==> src/rtl/tx_pad_crc.sv <==
module tx_pad_crc #(
  parameter int MIN_FRAME = 64
) (
  input  logic       clk,
  input  logic       rst_n,
  input  logic       in_valid,
  output logic       in_ready,
  input  logic [7:0] in_data,
  input  logic       in_sof,
  input  logic       in_eof,
  input  logic       in_skip_pad,
  input  logic       in_skip_fcs,
  output logic       out_valid,
  input  logic       out_ready,
  output logic [7:0] out_data,
  output logic       out_sof,
  output logic       out_eof
);
  localparam int PAD_TO = MIN_FRAME - 4;
  localparam int CNT_W  = $clog2(PAD_TO + 1);
  localparam logic [CNT_W-1:0] PAD_C = CNT_W'(PAD_TO);

  typedef enum logic [1:0] {S_PASS = 2'd0, S_PAD = 2'd1, S_FCS = 2'd2} state_t;

  function automatic logic [31:0] crc_step(input logic [31:0] c, input logic [7:0] d);
    logic [31:0] r;
    r = c ^ {24'h0, d};
    for (int i = 0; i < 8; i++)
      r = r[0] ? ((r >> 1) ^ 32'hEDB88320) : (r >> 1);
    return r;
  endfunction

  state_t           state;
  logic [CNT_W-1:0] cnt_q;
  logic [31:0]      crc_q;
  logic             skip_pad_q, skip_fcs_q;
  logic [1:0]       fcs_idx;

  logic             skip_pad_eff, skip_fcs_eff;
  logic [CNT_W-1:0] cnt_base, cnt_inc;
  logic [31:0]      crc_base, fcs;
  logic             pass_fire, short_end, fcs_end;

  assign skip_pad_eff = in_sof ? in_skip_pad : skip_pad_q;
  assign skip_fcs_eff = in_sof ? in_skip_fcs : skip_fcs_q;
  assign cnt_base     = in_sof ? '0 : cnt_q;
  assign cnt_inc      = (cnt_base == PAD_C) ? cnt_base : cnt_base + 1'b1;
  assign crc_base     = in_sof ? 32'hFFFF_FFFF : crc_q;
  assign short_end    = !skip_pad_eff && (cnt_inc != PAD_C);
  assign fcs_end      = short_end || !skip_fcs_eff;
  assign pass_fire    = (state == S_PASS) && in_valid && out_ready;
  assign fcs          = ~crc_q;

  assign in_ready  = (state == S_PASS) && out_ready;
  assign out_valid = (state == S_PASS) ? in_valid : 1'b1;
  assign out_sof   = (state == S_PASS) && in_sof;

  always_comb begin
    case (state)
      S_PAD:   begin out_data = 8'h00;               out_eof = 1'b0;              end
      S_FCS:   begin out_data = fcs[8*fcs_idx +: 8]; out_eof = (fcs_idx == 2'd3); end
      default: begin out_data = in_data;             out_eof = in_eof && !fcs_end; end
    endcase
  end

  always_ff @(posedge clk or negedge rst_n) begin
    if (!rst_n) begin
      state      <= S_PASS;
      cnt_q      <= '0;
      crc_q      <= 32'hFFFF_FFFF;
      skip_pad_q <= 1'b0;
      skip_fcs_q <= 1'b0;
      fcs_idx    <= 2'd0;
    end else begin
      case (state)
        S_PASS: if (pass_fire) begin
          crc_q      <= crc_step(crc_base, in_data);
          cnt_q      <= cnt_inc;
          skip_pad_q <= skip_pad_eff;
          skip_fcs_q <= skip_fcs_eff;
          fcs_idx    <= 2'd0;
          if (in_eof) begin
            if (short_end)    state <= S_PAD;
            else if (fcs_end) state <= S_FCS;
          end
        end
        S_PAD: if (out_ready) begin
          crc_q <= crc_step(crc_q, 8'h00);
          cnt_q <= cnt_q + 1'b1;
          if (cnt_q == PAD_C - 1'b1) state <= S_FCS;
        end
        S_FCS: if (out_ready) begin
          fcs_idx <= fcs_idx + 1'b1;
          if (fcs_idx == 2'd3) state <= S_PASS;
        end
        default: state <= S_PASS;
      endcase
    end
  end
endmodule

==> config.mk <==
export PLATFORM = sky130hd
export DESIGN_NAME = tx_pad_crc
export DESIGN_NICKNAME = d
export VERILOG_FILES = /design/src/rtl/tx_pad_crc.sv
export SDC_FILE = /design/constraint.sdc
export NUM_CORES = 1
export LEC_CHECK = 0
export ABC_AREA = 1
export CAP_MARGIN = 10
export CORE_MARGIN = 8
export CORE_UTILIZATION = 60
export CTS_BUF_LIST = sky130_fd_sc_hd__clkbuf_8 sky130_fd_sc_hd__clkbuf_16
export DETAILED_ROUTE_END_ITERATION = 6
export HOLD_SLACK_MARGIN = 0.02
export PLACE_DENSITY_LB_ADDON = 0.2
export SLEW_MARGIN = 0
export SYNTH_ARGS = -nofsm -noshare
export SYNTH_HDL_FRONTEND = slang
export SYNTH_SLANG_ARGS = --single-unit
==> constraint.sdc <==
create_clock -name clk -period 2.05 [get_ports clk]
set_input_delay 0.41 -clock clk [delete_from_list [all_inputs] [get_ports clk]]
set_output_delay 0.41 -clock clk [all_outputs]
set_load 0.005 [all_outputs]
=== After elaboration in Yosys (flattened, before gate mapping) ===
Index checks and enable logic that the tools add are counted.

* Output and inout bits: 12
* Flip-flop bits (word level): 44

* Shift operators: 1
* Eq/ne operators: 13
* Bitwise logic cells: 18
* Add/sub/neg operators: 3
* Reductions and logical operators: 17
* Multiplexer cells: 42

{| class="wikitable"
|+ Operators with widths
! cell !! number
|-
| 2-to-1 mux 32 bit || 19
|-
| inverter 13 -> 14 bit || 16
|-
| case mux 32 bit (2 select lines) || 1
|-
| inverter 32 bit || 1
|-
| variable part select 32 x 6 -> 8 bit || 1
|-
| XOR 32 x 8 -> 32 bit || 1
|-
| 2-to-1 mux 6 bit || 4
|-
| 2-to-1 mux 2 bit || 10
|-
| case mux 8 bit (2 select lines) || 1
|-
| adder 6 x 1 -> 6 bit, second input constant || 2
|-
| equality test 6 bit, second input constant || 2
|-
| inequality test 2 bit, second input constant || 6
|-
| case mux 6 bit (2 select lines) || 1
|-
| AND reduction 7 bit || 1
|-
| logical AND 1 bit || 6
|-
| inequality test 6 bit, second input constant || 1
|-
| case mux 2 bit (3 select lines) || 1
|-
| AND reduction 3 bit || 2
|-
| equality test 2 bit, second input constant || 2
|-
| case mux 2 bit (2 select lines) || 1
|-
| nonzero test 2 bit || 2
|-
| logical NOT 1 bit || 3
|-
| 2-to-1 mux 1 bit || 3
|-
| inequality test 3 bit, second input constant || 1
|-
| 6 further kinds || 6
|}

=== Depth between registers and ports, before layout ===
Gate-level depths: netlist of the first run.

* Word-level depth: 20
* Gate-level depth with buffers: 16

=== Worst setup path before layout of the first run ===
Ideal clock, no wire load.

* Path type: input port to output port
* Start point: in in_sof
* End point: out out_eof
* Slack: 0.088 ns
* Stages: 10
* Data arrival time: 1.552 ns
* Cell sequence: inv_2 > nand2_1 > nor2_1 > nand2_1 > xor2_1 > inv_1 > nand2_1 > o21ai_1 > nand3_1 > o21ai_0

* Longest elaborated chain between the ends: 9
* Elaborated cells between the ends (all ways): 14
* Classes of those cells: 1 x add/sub; 2 x eq/ne; 5 x mux; 6 x reduce/logical

{| class="wikitable"
|+ RTL lines
! item !! RTL line !! RTL
|-
| from (decl) || 9 || <nowiki>input logic in_sof,</nowiki>
|-
| 2-to-1 mux 6 bit || 46 || <nowiki>assign cnt_base = in_sof ? '0 : cnt_q;</nowiki>
|-
| adder 6 x 1 -> 6 bit / equality test 6 bit (equally long branches) || 47 || <nowiki>assign cnt_inc = (cnt_base == PAD_C) ? cnt_base : cnt_base + 1'b1;</nowiki>
|-
| 2-to-1 mux 6 bit || 47 ||
|-
| inequality test 6 bit || 49 || <nowiki>assign short_end = !skip_pad_eff && (cnt_inc != PAD_C);</nowiki>
|-
| logical AND 1 bit || 49 ||
|-
| logical OR 1 bit * || 50 || <nowiki>assign fcs_end = short_end || !skip_fcs_eff;</nowiki>
|-
| logical NOT 1 bit * || 62 || <nowiki>default: begin out_data = in_data; out_eof = in_eof && !fcs_end; end</nowiki>
|-
| logical AND 1 bit * || 62 ||
|-
| case mux 1 bit (2 select lines) * || 59 || <nowiki>case (state)</nowiki>
|-
| to (decl) || 17 || <nowiki>output logic out_eof</nowiki>
|}

Every way passes the cells marked *; elsewhere a longest branch is shown, timed or not.

=== Worst setup path in the final report of the first run ===
* Start point: reg cnt_q[1]
* End point: out out_eof

* Longest elaborated chain between the ends: 9
* Elaborated cells between the ends (all ways): 10
* Classes of those cells: 1 x add/sub; 2 x eq/ne; 3 x mux; 4 x reduce/logical

{| class="wikitable"
|+ RTL lines
! item !! RTL line !! RTL
|-
| from (decl) || 34 || <nowiki>logic [CNT_W-1:0] cnt_q;</nowiki>
|-
| from (signal assigned) || 78 || <nowiki>cnt_q <= cnt_inc;</nowiki>
|-
| from (signal assigned) || 89 || <nowiki>cnt_q <= cnt_q + 1'b1;</nowiki>
|-
| 2-to-1 mux 6 bit * || 46 ||
|-
| adder 6 x 1 -> 6 bit / equality test 6 bit (equally long branches) || 47 ||
|-
| 2-to-1 mux 6 bit * || 47 ||
|-
| inequality test 6 bit * || 49 ||
|-
| logical AND 1 bit * || 49 ||
|-
| logical OR 1 bit * || 50 ||
|-
| logical NOT 1 bit * || 62 ||
|-
| logical AND 1 bit * || 62 ||
|-
| case mux 1 bit (2 select lines) * || 59 ||
|}

Marks and branches as above.

==> results of run 1 <==
-- per-layer routing --
metal  track usage  wire length (µm)
met1         0.366              6240
met2         0.492              7750
met3        0.0514              1700
met4         0.138               942
met5             0                 0
-- state kept, by name, indices dropped and copies added (netlist names) --
signal,flops
crc_q,32
cnt_q,6
fcs_idx,2
state,2
skip_fcs_q,1
skip_pad_q,1
-- power breakdown --
group / switching (mW) / internal (mW)
clock network: 0.360 / 0.368
registers: 0.498 / 1.53
logic: 4.94 / 3.76
-- area by class of cell --
type                            count  area share
Inverter                           85      0.0520
Timing Repair Buffer              135       0.191
Sequential cell                    44       0.185
Tap cell                          102      0.0206
Multi-Input combinational cell    573       0.533
Clock inverter                      3     0.00749
Clock buffer                        5      0.0111
-- cells in the mapped netlist (all sizes together), types with 4 or more instances --
library cell	instances	area (µm²)
nand2	211	832
inv	84	315
o21ai	83	415
nor2	67	251
xor2	51	462
a21oi	47	235
nand3	47	240
dfstp	32	841
xnor2	31	317
clkbuf	19	71.3
dfrtp	12	300
buf	11	62.6
or2	7	43.8
a22oi	5	37.5
ha	5	62.6
a21boi	4	30.0
-- cells by family (layout without fill, tap and decap cells) --
group                    after synthesis  after routing  synth area share
AO/OA/AOI/OAI                        151            151             0.175
multiplexers                           1              1           0.00216
adder cells (fa/ha/maj)                5              5            0.0135
buffers and inverters                115            228            0.0977
AND/OR/NAND/NOR                      334            334             0.298
flip-flops                            44             44             0.246
XOR/XNOR                              82             82             0.168
-- path summary, 6_finish.rpt --
check                      cells past startpoint                    end                  start
min                                            2   state[1]$_DFFE_PN0P_                  rst_n
min in group clk                               2  crc_q[13]$_DFFE_PN1P_  crc_q[13]$_DFFE_PN1P_
max reg2reg                                    9  crc_q[16]$_DFFE_PN1P_   crc_q[2]$_DFFE_PN1P_
max in group asynchronous                      2   crc_q[4]$_DFFE_PN1P_                  rst_n
max                                           10                out_eof   cnt_q[1]$_DFFE_PN0P_
min reg2reg                                    2  crc_q[13]$_DFFE_PN1P_  crc_q[13]$_DFFE_PN1P_
-- through the flow --
stage,area (µm²),setup WS (ns)
5_1_grt,6180,-0.365
2_1_floorplan,4630,0.0877
6_report,6180,-0.193
4_1_cts,5930,-0.246
3_3_place_gp,5760,-0.874
3_5_place_dp,5760,-0.934
-- critical path: cells and delay by family, from the launching register on --
family	cells	cell delay, ns
compound gates	2	0.28
xor+xnor	1	0.20
buf+inv	2	0.19
flops	1	0.44
simple gates	5	0.41
-- timing repair --
| action | 4_1_cts | 5_1_grt |
|---|---|---|
| setup endpoints to repair | 39 | 33 |
| setup buffers | 1 | 6 |
| cloned | 0 | 1 |
| gates resized for setup | 70 | 52 |
| pin swaps | 14 | 18 |
==> impl_metrics.ini, run 1 <==
[global_route]
antenna_found_initial = 0
grt_pass1_wl_um = 26600
grt_max_degree = 45
grt_pass1_vias = 5400
grt-ovfl-total = 0
track_usage = 0.296

[sta]
rsz0062_at_grt = true
finalCritPeriodShare = 1.09
report.final.setup_viol = 1
setup_tns_ns = -0.193
fin_skew_ns = 0.0125
hold_viol_final = 0
fin_crit_ns = 2.24
fmax_mhz = 446
hold_ws_ns = 0.0578
setup_ws_ns = -0.193
max-slew-margin-rel = 0.741
worst_slew_pin_slew_ns = 0.388
maxSlewViolCount = 0

[synth]
yosysWarnings = 0
seq_area_frac_synth = 0.246
syn_area_um2 = 4630
synth_top_flop_cell = dfstp_2
synth.distinct_cells = 40
syn_nets = 753
synth_edf_count = 0
syn_inst = 732
async_flop_share = 1.00
syn_area_per_cell_um2 = 6.33
synth-seq-cells = 44

[floorplanning]
fp.dieH_um = 104
start_util = 0.609
core.rowCount = 32
io_pins = 28
die_area_um2 = 10800
die_x_um = 104
core_um2 = 7610

[drt]
firstDrtPassIters = 6
ant_nets = 0
drt-initial-drc-count = 530
wl_um = 16600
wl_per_cell_um = 17.6
viasPerCell = 5.89
route.detailed.drc = 0
num_vias = 5580

[setup_path]
r2r_setup_slack_ns = 0.02
cp.required_ns = 1.64
slowest_stage = dfrtp_2
startpoint_type = register
path_class = register to output port
cp.arrival_ns = 1.83
crit_path_end_kind = output port
max_stage_delay_ns = 0.44
cp_max_fo = 5
path_cells = nand2_4 > inv_2 > nand2_2 > nor2_2 > xor2_1 > nand2_1 > o21ai_2 > nand3_1 > o21ai_1 > buf_2

[cells_and_area]
layout_commonest_cell = nand2_1
num_antenna_cells = 0
fillers = 511
syn_to_final_growth_pct = 33.4
drive_gt1_frac = 0.290
nets = 865
seq_area_um2 = 1140
stdcell_count = 947
multi_input_area_um2 = 3290
most-common-layout-cells = nand2_1, buf_4, inv_1, o21ai_0, nor2_1
final_util = 0.813

[flow_run]
cap_violations = 0

[cts]
clockBufferDepth = 2
path_clk_slew_ns = 0.10
cts_buffers = 5
clock_latency_ns = 0.31
cts.sink_count = 44
clock_tree.root_cell = clkbuf_8
cts_hold_buffers = 0
tritoncts = built
h-tree-depth = 2

[power_and_ir_drop]
p_leak_nw = 3.11
peakVddDrop_uv = 1150
p_per_area_nw_per_um2 = 1850
p_total_mw = 11.5

[status]
status = complete, but fails checks
violations = negative setup slack

[place]
place.gp.congestion = 0.981
place_inst = 931
dp_hpwl_um = 11800
port_buffers = 27

[min_path]
hold_class = input port to asynchronous set/reset pin
Note: power is estimated with default switching activity, not from simulation.
==> inputs of run 2 (changes only) <==
--- a/config.mk
+++ b/config.mk
@@ -11,6 +11,7 @@
 export CORE_UTILIZATION = 60
 export CTS_BUF_LIST = sky130_fd_sc_hd__clkbuf_8 sky130_fd_sc_hd__clkbuf_16
 export DETAILED_ROUTE_END_ITERATION = 6
+export GPL_TIMING_DRIVEN = 1
 export HOLD_SLACK_MARGIN = 0.02
 export PLACE_DENSITY_LB_ADDON = 0.2
 export SLEW_MARGIN = 0
==> results of run 2 <==
Same layout as run 1: the final DEF is identical, and so are final timing and power.
